[src/rtl/frzseq_pkg.sv]
// Package: shared types and the hold-time conversion for the freeze sequencer.
// Assumes: times are given in picoseconds as positive integers.
package frzseq_pkg;

    // Which step the controller asks the pad bank to apply this cycle.
    typedef enum logic [2:0] {
        STEP_NONE,
        STEP_FRZ_A,
        STEP_FRZ_B,
        STEP_THW_A,
        STEP_THW_B,
        STEP_THW_C
    } step_e;

    // Controller phase.
    typedef enum logic [1:0] {
        PH_IDLE,
        PH_HOLD1,
        PH_HOLD2
    } phase_e;

    // Rounded-up cycle count covering hold_ps, never less than one.
    function automatic int hold_cycles(input int hold_ps, input int clk_ps);
        int c;
        c = (hold_ps + clk_ps - 1) / clk_ps;
        return (c < 1) ? 1 : c;
    endfunction

endpackage

[src/rtl/frzseq_timer.sv]
// Module: down-counter that flags the last cycle of a hold window.
// Assumes: load and expire may coincide; load wins and restarts the window.
module frzseq_timer #(
    parameter int WAIT_CYC = 5,
    localparam int CNT_W = $clog2(WAIT_CYC + 1)
) (
    input  logic clk,
    input  logic rst_n,
    input  logic load,
    output logic expire
);
    logic [CNT_W-1:0] cnt;

    // Reload on request, otherwise count down to zero.
    always_ff @(posedge clk) begin
        if (!rst_n)
            cnt <= '0;
        else if (load)
            cnt <= CNT_W'(WAIT_CYC);
        else if (cnt != '0)
            cnt <= cnt - 1'b1;
    end

    assign expire = (cnt == CNT_W'(1));

endmodule

[src/rtl/frzseq_ctrl.sv]
// Module: phase controller; accepts requests, checks the channel, paces steps.
// Assumes: requests are sampled only in the idle phase; freeze wins over thaw.
module frzseq_ctrl
    import frzseq_pkg::*;
#(
    parameter int NUM_CH = 3,
    parameter int CH_W   = 2
) (
    input  logic            clk,
    input  logic            rst_n,
    input  logic            freeze_req,
    input  logic            thaw_req,
    input  logic [CH_W-1:0] ch_sel,
    input  logic            expire,
    output logic            load,
    output step_e           step,
    output logic [CH_W-1:0] act_ch,
    output logic            busy,
    output logic            done,
    output logic            err
);
    localparam logic [CH_W-1:0] LAST_CH = CH_W'(NUM_CH - 1);

    phase_e          phase;
    logic            op_frz;
    logic [CH_W-1:0] ch_q;
    logic            req, ch_ok, accept, reject, finish;

    // Decode request acceptance and the step to apply this cycle.
    always_comb begin
        req    = freeze_req | thaw_req;
        ch_ok  = (ch_sel <= LAST_CH);
        accept = (phase == PH_IDLE) && req && ch_ok;
        reject = (phase == PH_IDLE) && req && !ch_ok;
        step   = STEP_NONE;
        finish = 1'b0;
        load   = 1'b0;
        act_ch = ch_q;
        unique case (phase)
            PH_IDLE: begin
                act_ch = ch_sel;
                if (accept) begin
                    step = freeze_req ? STEP_FRZ_A : STEP_THW_A;
                    load = 1'b1;
                end
            end
            PH_HOLD1: begin
                if (expire) begin
                    step   = op_frz ? STEP_FRZ_B : STEP_THW_B;
                    finish = op_frz;
                    load   = !op_frz;
                end
            end
            PH_HOLD2: begin
                if (expire) begin
                    step   = STEP_THW_C;
                    finish = 1'b1;
                end
            end
            default: ;
        endcase
    end

    // Advance the phase and register the status pulses.
    always_ff @(posedge clk) begin
        if (!rst_n) begin
            phase  <= PH_IDLE;
            op_frz <= 1'b0;
            ch_q   <= '0;
            done   <= 1'b0;
            err    <= 1'b0;
        end else begin
            done <= finish;
            err  <= reject;
            unique case (phase)
                PH_IDLE: if (accept) begin
                    phase  <= PH_HOLD1;
                    op_frz <= freeze_req;
                    ch_q   <= ch_sel;
                end
                PH_HOLD1: if (expire) phase <= op_frz ? PH_IDLE : PH_HOLD2;
                PH_HOLD2: if (expire) phase <= PH_IDLE;
                default:  phase <= PH_IDLE;
            endcase
        end
    end

    assign busy = (phase != PH_IDLE);

    // done is a single-cycle pulse.
    a_r3_done_single: assert property (@(posedge clk) disable iff (!rst_n)
        done |=> !done);
    // a refusal never coincides with a running sequence.
    a_r8_err_not_busy: assert property (@(posedge clk) disable iff (!rst_n)
        err |-> !busy);
    // a new request while busy does not restart or end the sequence early.
    a_r9_busy_holds: assert property (@(posedge clk) disable iff (!rst_n)
        (busy && !expire) |=> busy);

endmodule

[src/rtl/frzseq_pad_bank.sv]
// Module: per-channel control registers, updated by the step the controller applies.
// Assumes: at most one channel is stepped per cycle; all controls reset high.
module frzseq_pad_bank
    import frzseq_pkg::*;
#(
    parameter int NUM_CH = 3,
    parameter int CH_W   = 2
) (
    input  logic              clk,
    input  logic              rst_n,
    input  step_e             step,
    input  logic [CH_W-1:0]   act_ch,
    output logic [NUM_CH-1:0] slew_n,
    output logic [NUM_CH-1:0] pullup_n,
    output logic [NUM_CH-1:0] tristate_n,
    output logic [NUM_CH-1:0] bushold_n,
    output logic [NUM_CH-1:0] cfgdone_n
);
    for (genvar i = 0; i < NUM_CH; i++) begin : g_ch
        logic hit;
        assign hit = (act_ch == CH_W'(i));

        // Apply the requested step to this channel's five controls.
        always_ff @(posedge clk) begin
            if (!rst_n) begin
                slew_n[i]     <= 1'b1;
                pullup_n[i]   <= 1'b1;
                tristate_n[i] <= 1'b1;
                bushold_n[i]  <= 1'b1;
                cfgdone_n[i]  <= 1'b1;
            end else if (hit) begin
                unique case (step)
                    STEP_FRZ_A: begin
                        slew_n[i]     <= 1'b0;
                        pullup_n[i]   <= 1'b0;
                        tristate_n[i] <= 1'b0;
                    end
                    STEP_FRZ_B: begin
                        bushold_n[i]  <= 1'b0;
                        cfgdone_n[i]  <= 1'b0;
                    end
                    STEP_THW_A: begin
                        bushold_n[i]  <= 1'b1;
                        cfgdone_n[i]  <= 1'b1;
                    end
                    STEP_THW_B: begin
                        pullup_n[i]   <= 1'b1;
                        tristate_n[i] <= 1'b1;
                    end
                    STEP_THW_C: slew_n[i] <= 1'b1;
                    default: ;
                endcase
            end
        end

        // bus-hold only falls once the first freeze group is already low.
        a_r3_freeze_order: assert property (@(posedge clk) disable iff (!rst_n)
            $fell(bushold_n[i]) |-> (!slew_n[i] && !pullup_n[i] && !tristate_n[i]));
        // slew-enable only rises once every other control is back high.
        a_r6_thaw_order: assert property (@(posedge clk) disable iff (!rst_n)
            $rose(slew_n[i]) |-> (pullup_n[i] && tristate_n[i] && bushold_n[i] && cfgdone_n[i]));
    end

endmodule

[src/rtl/io_freeze_seq.sv]
// Module: top of the IO bank freeze sequencer.
// Assumes: freeze_req / thaw_req are single-cycle pulses in the clk domain;
//          CLK_PERIOD_PS matches the real clock so the hold is honoured.
module io_freeze_seq
    import frzseq_pkg::*;
#(
    parameter int NUM_CH        = 3,
    parameter int CH_W          = 2,
    parameter int HOLD_PS       = 20000,
    parameter int CLK_PERIOD_PS = 4000
) (
    input  logic              clk,
    input  logic              rst_n,
    input  logic              freeze_req,
    input  logic              thaw_req,
    input  logic [CH_W-1:0]   ch_sel,
    output logic              busy,
    output logic              done,
    output logic              err,
    output logic [NUM_CH-1:0] slew_n,
    output logic [NUM_CH-1:0] pullup_n,
    output logic [NUM_CH-1:0] tristate_n,
    output logic [NUM_CH-1:0] bushold_n,
    output logic [NUM_CH-1:0] cfgdone_n
);
    localparam int WAIT_CYC = hold_cycles(HOLD_PS, CLK_PERIOD_PS);

    logic            load, expire;
    step_e           step;
    logic [CH_W-1:0] act_ch;

    frzseq_timer #(.WAIT_CYC(WAIT_CYC)) u_timer (
        .clk(clk), .rst_n(rst_n), .load(load), .expire(expire)
    );

    frzseq_ctrl #(.NUM_CH(NUM_CH), .CH_W(CH_W)) u_ctrl (
        .clk(clk), .rst_n(rst_n), .freeze_req(freeze_req), .thaw_req(thaw_req),
        .ch_sel(ch_sel), .expire(expire), .load(load), .step(step),
        .act_ch(act_ch), .busy(busy), .done(done), .err(err)
    );

    frzseq_pad_bank #(.NUM_CH(NUM_CH), .CH_W(CH_W)) u_bank (
        .clk(clk), .rst_n(rst_n), .step(step), .act_ch(act_ch),
        .slew_n(slew_n), .pullup_n(pullup_n), .tristate_n(tristate_n),
        .bushold_n(bushold_n), .cfgdone_n(cfgdone_n)
    );

    // a refused request leaves every control unchanged.
    a_r8_refuse_quiet: assert property (@(posedge clk) disable iff (!rst_n)
        err |-> ($stable(slew_n) && $stable(pullup_n) && $stable(tristate_n)
                 && $stable(bushold_n) && $stable(cfgdone_n)));

endmodule

[config.mk]
export PLATFORM = sky130hd
export DESIGN_NAME = io_freeze_seq
export DESIGN_NICKNAME = d
export VERILOG_FILES = /design/src/rtl/frzseq_pkg.sv /design/src/rtl/frzseq_timer.sv /design/src/rtl/frzseq_ctrl.sv /design/src/rtl/frzseq_pad_bank.sv /design/src/rtl/io_freeze_seq.sv
export SDC_FILE = /design/constraint.sdc
export NUM_CORES = 1
export LEC_CHECK = 0
export ABC_AREA = 1
export BUFFER_PORTS_ARGS = -buffer_cell sky130_fd_sc_hd__buf_2
export CORE_MARGIN = 2
export CORE_UTILIZATION = 30
export DETAILED_ROUTE_END_ITERATION = 16
export PLACE_DENSITY = 0.52
export SKIP_CTS_REPAIR_TIMING = 1
export SLEW_MARGIN = 10
export SYNTH_ARGS = -nofsm -noshare
export SYNTH_HDL_FRONTEND = slang
export SYNTH_HIERARCHICAL = 1
export SYNTH_SLANG_ARGS = --single-unit
[constraint.sdc]
create_clock -name clk -period 2.7 [get_ports clk]
set_input_delay 0.54 -clock clk [delete_from_list [all_inputs] [get_ports clk]]
set_output_delay 0.54 -clock clk [all_outputs]
set_load 0.005 [all_outputs]
* Yosys cells after proc, flatten, opt, wreduce, memory -nomap -nowiden
Index checks and enable logic that the tools add are counted.
Cells by class: magnitude comparators 1, $add $sub $neg 1, bitwise gates (word level) 2, equality and inequality tests 13, reductions and logical operators 25, mux-type cells 23
Operator list (count):
- AND reduction 2 bit | 10
- two-way mux 3 bit | 6
- two-way mux 2 bit | 6
- one-hot mux 1 bit (2 select lines) | 5
- nonzero test 2 bit | 5
- one-hot mux 3 bit (3 select lines) | 1
- == test 3 x 1 -> 1 bit (second input constant) | 2
- == test 3 x 2 -> 1 bit (second input constant) | 2
- == test 3 bit (second input constant) | 2
- one-hot mux 2 bit (3 select lines) | 1
- == test 2 x 1 -> 1 bit (second input constant) | 2
- == test 2 bit (second input constant) | 2
- logical NOT 2 bit | 2
- two-way mux 1 bit | 4
- != test 2 bit (second input constant) | 2
- logical AND 1 bit | 3
- AND reduction 3 bit | 1
- nonzero test 3 bit | 1
- subtractor 3 x 1 -> 3 bit (second input constant) | 1
- <= comparator 2 bit (second input constant) | 1
- logical NOT 1 bit | 2
- != test 2 x 1 -> 1 bit (second input constant) | 1
- OR reduction 2 bit | 1
- NOT 1 bit | 1
- OR 1 bit | 1
Word-level totals: output and inout bits 18, logic and storage cells 81, register bits 19, input bits 6

* Logic depth before layout (Yosys ltp)
Gate-level depths: netlist (run 1).
depth after elaboration 8, gate-level depth with buffers 12, depth with buffers taken out 12

* Cells and area by module
Netlist (run 1), hierarchy kept.
By module, submodules not included:
- frzseq_pad_bank | area each 478.0 um2, times used 1, cells an instance 74
- frzseq_ctrl | area each 405.4 um2, times used 1, cells an instance 57
- frzseq_timer | area each 195.2 um2, times used 1, cells an instance 27

* Least setup slack after synthesis (run 1)
No wires, ideal clock.
path kind flip-flop to flip-flop, start point register u_ctrl.phase[0], end point register u_bank.cfgdone_n[2], setup time 122 ps, arrival time 1586 ps, slack 992 ps, stages on the path, launching flop included 12, buffers on the path 0, path through dfxtp_1 inv_1 ha_1 o21ai_2 nor2_4 nand2_1 a21oi_1 inv_2 nor2_1 nand2_1 nand2_1 nand3_1
On the way: cells in the longest elaborated chain, start to end 8, elaborated cells between the ends (all ways) 14
RTL lines:
- start: declaration | RTL line frzseq_ctrl.sv:24 | phase_e phase;
- start signal: assignment | RTL line frzseq_ctrl.sv:81 | PH_HOLD1: if (expire) phase <= op_frz ? PH_IDLE : PH_HOLD2;
- logical NOT 2 bit | RTL line frzseq_ctrl.sv:33, frzseq_ctrl.sv:39
- logical AND 1 bit (2 in series) | RTL line frzseq_ctrl.sv:33 | accept = (phase == PH_IDLE) && req && ch_ok;
- two-way mux 3 bit | RTL line frzseq_ctrl.sv:42 | if (accept) begin
- one-hot mux 3 bit (3 select lines) * | RTL line frzseq_ctrl.sv:39 | unique case (phase)
- net step[1] | RTL line io_freeze_seq.sv:29 | step_e step;
- == test 3 x 2 -> 1 bit | RTL line frzseq_pad_bank.sv:32 | unique case (step)
- nonzero test 2 bit (no source line)
- AND reduction 2 bit (no source line)
- end signal: indexed assignment | RTL line frzseq_pad_bank.sv:30 | cfgdone_n[i] <= 1'b1;
- end signal: indexed assignment | RTL line frzseq_pad_bank.sv:40 | cfgdone_n[i] <= 1'b0;
- end signal: indexed assignment | RTL line frzseq_pad_bank.sv:44 | cfgdone_n[i] <= 1'b1;
- end: declaration | RTL line frzseq_pad_bank.sv:17 | output logic [NUM_CH-1:0] cfgdone_n
Mark *: on every way through the listed nets, which the timed path passes. The rest lies on a longest branch. A chain may end at the register's enable or synchronous reset.

* Worst setup path after layout (run 1)
start point register u_ctrl.phase[0], end point register u_bank.cfgdone_n[0]
The elaborated chain is that of the path after synthesis.

==> reports/metrics.yaml, run 1 <==
status:
  run_status: "finished clean"
sta:
  fin_skew_ps: 9.44
  post-route-period-util: 0.731
  final_worst_setup_slack_ps: 726
  finalSetupViolations: 0
  rsz0062_at_grt: "no"
  timing.final.hold_violations: 0
  tightest_slew_ps: 449
  fin_hold_ws_ps: 458
  finalWorstPathRequiredPeriod_ps: 1970
  worst_slew_margin_rel: 0.701
  timing.final.max_slew_violations: 0
  setup-tns-final_ps: 0
  fmax_ghz: 0.507
hold_path:
  worstHoldStart: "u_bank/tristate_n[1]$_SDFFE_PN1P_"
  hold-path-cell-count: 2
  hold_path_class: "flop to flop"
  holdPathEnd: "u_bank/tristate_n[1]$_SDFFE_PN1P_"
clock_tree:
  htree_num_levels: 1
  worst_skew_pair.late_latency_ps: 300
  count_of_clock_tree_sinks: 19
  ctsRootBufferMaster: "clkbuf_4"
  clk_pin_slew_worst_paths_ps: 120
  cts_buffer_depth: 2
  number_of_buffers_created_by_cts: 3
  cts_tree: "yes"
synth:
  synth_simple_gate_area_share: 0.339
  post_synth_mux_area_share: 0
  synthDistinctLibCells: 20
  sequential_share_of_the_synthesized_area: 0.353
  synth_area_per_cell_um2: 6.83
  synth_nets: 171
  synth_warnings: 6
  synth_seq_cells: 19
  adder_cell_share_of_the_synthesized_area: 0.0812
  synth_top_family_by_area: "simple AND/OR/NAND/NOR gates"
  syn_inst: 158
  post_synthesis_compound_gate_area_fraction: 0.0974
  xor_and_xnor_fraction_of_the_mapped_netlist_area: 0
  syn_area_mm2: 0.00108
setup_path:
  timing.critical_path.cells: "inv_1, ha_1, o21ai_2, nor2_4, nand2_1, a21oi_1, inv_2, nor2_1, nand2_1, nand2_1, nand3_1"
  timing.critical_path.mode_cell: "nand2_1"
  worst-path-buf-inv: 2
  cp_data_required_time_ps: 2890
  crit_path_max_fanout: 7
  critical_path.endpoint_type: "flop"
  critical_path_class: "flop to flop"
  slowest_stage: "dfxtp_1"
  ff2ff_setup_slack_ps: 730
  crit_path_start_kind: "flop"
  cp_slowest_stage_delay_ps: 360
  crit_family: "simple AND/OR/NAND/NOR gates"
  critPathArrivalTime_ps: 2170
  r2r-start: "u_ctrl/phase[0]$_SDFFE_PN0P_"
  crit-reg2reg-capture: "u_bank/cfgdone_n[0]$_SDFFE_PN1P_"
  worst-r2r-cell-count: 11
placement:
  io_buffers: 23
  dpl_worst_slack_ps: 737
  place_congestion: 0.775
  place_area_mm2: 0.00120
  dp_hpwl_um: 1690
drt:
  detail_route.drc_violations: 0
  route.antenna.remaining_nets: 0
  route.vias.total: 982
  initial_drt_pass_iterations: 4
  wl_per_cell_um: 9.75
  postRouteWirelength_um: 2180
  avgViaCountPerCell: 4.38
  detailedRoute.firstIterationViolations: 22
floorplan:
  start_util: 0.318
  die_width_um: 64.0
  chipHeight_um: 64.0
  num_io_pins: 24
  dieArea_mm2: 0.00409
  rows: 21
  core_mm2: 0.00339
grt:
  gr-total-overflow: 0
  grt_antenna_before_repair: 0
  number_of_global_route_vias_before_repair: 887
  grt_pass1_wl_um: 3770
  grt_use_total: 0.116
  grt_start_max_net_pins: 18
cells_and_area:
  n_antenna_cell: 0
  fin_nets: 192
  post_layout_inst_area_mm2: 0.00123
  num-fill-cells: 361
  ratio_of_cells_with_drive_above_1_in_the_final_layout: 0.236
  flow.area_growth_from_synthesis_pct: 13.9
pwr:
  pwr_density_cell_mw_per_mm2: 985
  vdd_drop_max_uv: 299
  static-leakage-power_nw: 0.606
run:
  max_cap_viol_count: 0
sequential cells by signal, summed over array words and instances, names as in the netlist:
signal and count:
u_ctrl/ch_q 2, u_ctrl/err 1, u_ctrl/op_frz 1, u_ctrl/done 1
u_timer/cnt 3, u_ctrl/phase 2, u_bank/slew_n 3, u_bank/tristate_n 3
u_bank/cfgdone_n 3
layout make-up:
type                            instances  area (µm²)  area share
Clock buffer                            3        22.5      0.0183
Multi-Input combinational cell        108         558       0.454
Tap cell                               46        57.6      0.0468
Sequential cell                        19         380       0.310
Inverter                               24        90.1      0.0733
Timing Repair Buffer                   23         115      0.0937
Clock inverter                          1        5.00     0.00407
kinds of logic (layout without fill, tap and decap cells):
logic type / count (synthesis) / in the layout
AO/OA/AOI/OAI: 18 / 18
adder cells (fa/ha/maj): 7 / 7
AND/OR/NAND/NOR: 83 / 83
buffers and inverters: 31 / 51
flip-flops: 19 / 19
stage by stage:
stage / cells / power, mW / utilization
2_1_floorplan: 158 / 0.923 / -
3_3_place_gp: 220 / 1.05 / 0.354
3_5_place_dp: 220 / 1.07 / 0.354
4_1_cts: 224 / 1.23 / 0.362
5_1_grt: 224 / 1.34 / 0.362
6_report: 224 / 1.21 / 0.362
worst max-delay path by stage:
stage,from,end,slack [ps],depth (start not counted)
after global placement,ch_sel[1],u_bank/cfgdone_n[1]$_SDFFE_PN1P_,810,11
after floorplan,u_ctrl/phase[0]$_SDFFE_PN0P_,u_bank/cfgdone_n[2]$_SDFFE_PN1P_,990,11
after CTS,u_ctrl/phase[0]$_SDFFE_PN0P_,u_bank/cfgdone_n[0]$_SDFFE_PN1P_,710,11
final,u_ctrl/phase[0]$_SDFFE_PN0P_,u_bank/cfgdone_n[0]$_SDFFE_PN1P_,730,11
after global routing,u_ctrl/phase[0]$_SDFFE_PN0P_,u_bank/cfgdone_n[0]$_SDFFE_PN1P_,400,11
after detailed placement,u_ctrl/phase[0]$_SDFFE_PN0P_,u_bank/cfgdone_n[0]$_SDFFE_PN1P_,740,11
placed cells by master (no fill, tap or decap):
| cell | n |
|---|---|
| inv_2 | 5 |
| nor2_2 | 2 |
| dfxtp_1 | 19 |
| o21ai_0 | 5 |
| nand2_2 | 2 |
| nand3_1 | 13 |
| clkinv_2 | 1 |
| a21oi_2 | 1 |
| nand2_1 | 47 |
| a21boi_1 | 2 |
| inv_1 | 19 |
| a21oi_1 | 8 |
| o21bai_1 | 1 |
| ha_1 | 7 |
| nor3_1 | 1 |
| clkbuf_4 | 3 |
| nor2_4 | 1 |
| buf_2 | 23 |
| o21ai_2 | 1 |
| nor2_1 | 14 |
| nor3_2 | 3 |
routing by layer:
layer,part of all wire,wire [µm],track usage,up-vias
li1,-,-,-,523
met1,0.48,1060,0.148,429
met2,0.45,980,0.180,28
met3,0.057,125,0.0229,2
met4,0.010,22,0.0652,0
met5,0,0,0,-
where the power goes:
part | internal (mW) | switching [mW]
registers | 0.366 | 0.0516
clock network | 0.0552 | 0.0920
logic | 0.238 | 0.408
total | 0.659 | 0.551
worst register-to-register path, stage by stage (launching register included):
cell and delay (ps):
dfxtp_1 360, inv_1 90, ha_1 280, o21ai_2 130
nor2_4 120, nand2_1 80, a21oi_1 340, inv_2 90
nor2_1 170, nand2_1 70, nand2_1 60, nand3_1 70
Yosys cell counts:
library cell   n  share of area
o21ai_2        1         0.0081
nor3_2         3          0.028
a21oi_1        8          0.037
nand2_1       47           0.16
inv_1         19          0.066
nor2_4         1          0.010
nand3_1       13          0.060
buf_4          6          0.042
a21oi_2        1         0.0081
dfxtp_1       19           0.35
nor2_1        14          0.049
a21boi_1       2          0.014
o21ai_0        5          0.023
nor3_1         1         0.0046
inv_2          5          0.017
ha_1           7          0.081
buf_2          1         0.0046
o21bai_1       1         0.0070
nor2_2         2          0.012
nand2_2        2          0.012
Note: power is estimated with default switching activity, not from simulation.
==> run 2: changes to the inputs <==
Settings changed: ABC_AREA 1 to 0, PLACE_DENSITY 0.52 to 0.54.
Clock period 2.7 ns to 1.58 ns, I/O delays scaled along.
==> reports/metrics.yaml, run 2 <==
status:
  run_status: "finished, violations left"
  violations: "setup timing"
grt:
  grt_use_total: 0.129
  grt_antenna_before_repair: 0
  number_of_global_route_vias_before_repair: 962
  grt_start_max_net_pins: 19
  gr-total-overflow: 0
  grt_pass1_wl_um: 4200
sta:
  tightest_slew_ps: 360
  fin_hold_ws_ps: 399
  rsz0062_at_grt: "yes"
  finalSetupViolations: 10
  timing.final.max_slew_violations: 0
  fin_skew_ps: 3.78
  timing.final.hold_violations: 0
  finalWorstPathRequiredPeriod_ps: 1870
  post-route-period-util: 1.18
  worst_slew_margin_rel: 0.759
  final_worst_setup_slack_ps: -287
  setup-tns-final_ps: -2130
  fmax_ghz: 0.536
synth:
  syn_inst: 122
  synthTopCellsByArea: "dfxtp_1, ha_1, mux2i_1"
  synth_nets: 135
  synth_warnings: 6
  synth_area_per_cell_um2: 9.31
  sequential_share_of_the_synthesized_area: 0.335
  synth.top_cells.by_count: "dfxtp_1, nand2_1, inv_1"
  synth_async_sr_flop_share: 0
  synthDistinctLibCells: 36
  ys_dominant_reg_cell: "dfxtp_1"
  yosysTopAreaCell: "dfxtp_1"
  synth_seq_cells: 19
  synth_edf_count: 0
  synth.top_cell.area_share: 0.335
  syn_area_mm2: 0.00114
  leading_cell_type_by_number_of_instances_after_synthesis: "dfxtp_1"
clock_tree:
  htree_num_levels: 1
  ctsRootBufferMaster: "clkbuf_8"
  cts_tree: "yes"
  count_of_clock_tree_sinks: 19
  worst_skew_pair.late_latency_ps: 260
  clk_pin_slew_worst_paths_ps: 70
  number_of_buffers_created_by_cts: 3
  cts_buffer_depth: 2
placement:
  dp_hpwl_um: 1940
  io_buffers: 23
  place_congestion: 0.739
  dpl_worst_slack_ps: -304
floorplan:
  core_mm2: 0.00366
  chipHeight_um: 65.5
  die_width_um: 65.5
  rows: 22
  start_util: 0.310
  dieArea_mm2: 0.00430
  num_io_pins: 24
drt:
  avgViaCountPerCell: 4.68
  route.vias.total: 1007
  detailedRoute.firstIterationViolations: 30
  route.antenna.remaining_nets: 0
  initial_drt_pass_iterations: 4
  detail_route.drc_violations: 0
  wl_per_cell_um: 12.6
  postRouteWirelength_um: 2710
cells_and_area:
  ratio_of_cells_with_drive_above_1_in_the_final_layout: 0.557
  flow.area_growth_from_synthesis_pct: 46.7
  fin_nets: 181
  mostFrequentLayoutCell: "buf_4"
  mostFrequentLayoutCells: "buf_4, buf_2, dfxtp_1"
  n_antenna_cell: 0
hold_path:
  hold_path_class: "primary input to flop"
setup_path:
  critical_path.endpoint_type: "flop"
  critical_path_class: "flop to flop"
  crit_path_start_kind: "flop"
  critPathArrivalTime_ps: 2000
  cp_data_required_time_ps: 1710
  crit_path_max_fanout: 8
pwr:
  static-leakage-power_nw: 0.695
  vdd_drop_max_uv: 674
  pwr_density_cell_mw_per_mm2: 1450
  totalPowerFinal_mw: 2.42
run:
  max_cap_viol_count: 0
run 2: kinds of logic after synthesis:
| logic type | share of synthesized area |
|---|---|
| AO/OA/AOI/OAI | 0.172 |
| adder cells (fa/ha/maj) | 0.0771 |
| buffers and inverters | 0.0980 |
| flip-flops | 0.335 |
| multiplexers | 0.0815 |
| AND/OR/NAND/NOR | 0.237 |
run 2: per-stage QoR:
stage               instances  utilization  area [µm²]
finish                    215        0.455        1670
global route              215        0.455        1670
CTS                       214        0.422        1550
detailed placement        210        0.410        1500
global placement          210        0.410        1500
floorplan                 122            -        1210
run 2: power breakdown:
part           internal (mW)  total, mW  switching, mW
sequential             0.587      0.661         0.0745
combinational          0.774       1.42          0.646
clock                  0.175      0.341          0.166
total                   1.54       2.42          0.886
run 2: area by class of cell:
| cell class | count | area, µm² |
|---|---|---|
| Multi-Input combinational cell | 84 | 806 |
| Timing Repair Buffer | 51 | 337 |
| Inverter | 9 | 33.8 |
| Tap cell | 48 | 60.1 |
| Clock buffer | 3 | 41.3 |
| Fill cell | 348 | 1990 |
| Clock inverter | 1 | 5.00 |
| Sequential cell | 19 | 384 |
run 2: critical path: stages, from the launching register on:
cell and delay, ps:
dfxtp_2 360, inv_2 60, ha_4 180, buf_6 110, mux2_4 330, or4b_1 470, a21boi_1 150, o21ai_1 70
run 2: worst paths after layout:
path / start / slack (ps) / endpoint / depth (start not counted)
worst min-delay path: rst_n / 400 / u_bank/cfgdone_n[2]$_SDFFE_PN1P_ / 2
worst max register to register: u_ctrl/phase[0]$_SDFFE_PN0P_ / -290 / u_bank/tristate_n[1]$_SDFFE_PN1P_ / 7
worst min register to register: u_bank/slew_n[0]$_SDFFE_PN1P_ / 480 / u_bank/slew_n[0]$_SDFFE_PN1P_ / 2
worst max-delay path: u_ctrl/phase[0]$_SDFFE_PN0P_ / -290 / u_bank/tristate_n[1]$_SDFFE_PN1P_ / 7
run 2: per-layer routing:
layer	part of all wire	global-route usage	vias up	wire [µm]
met1	0.43	0.145	472	1170
met5	0	0	-	0
li1	-	-	519	-
met4	0.0070	0.0313	0	19
met3	0.032	0.0411	2	87
met2	0.53	0.233	14	1440
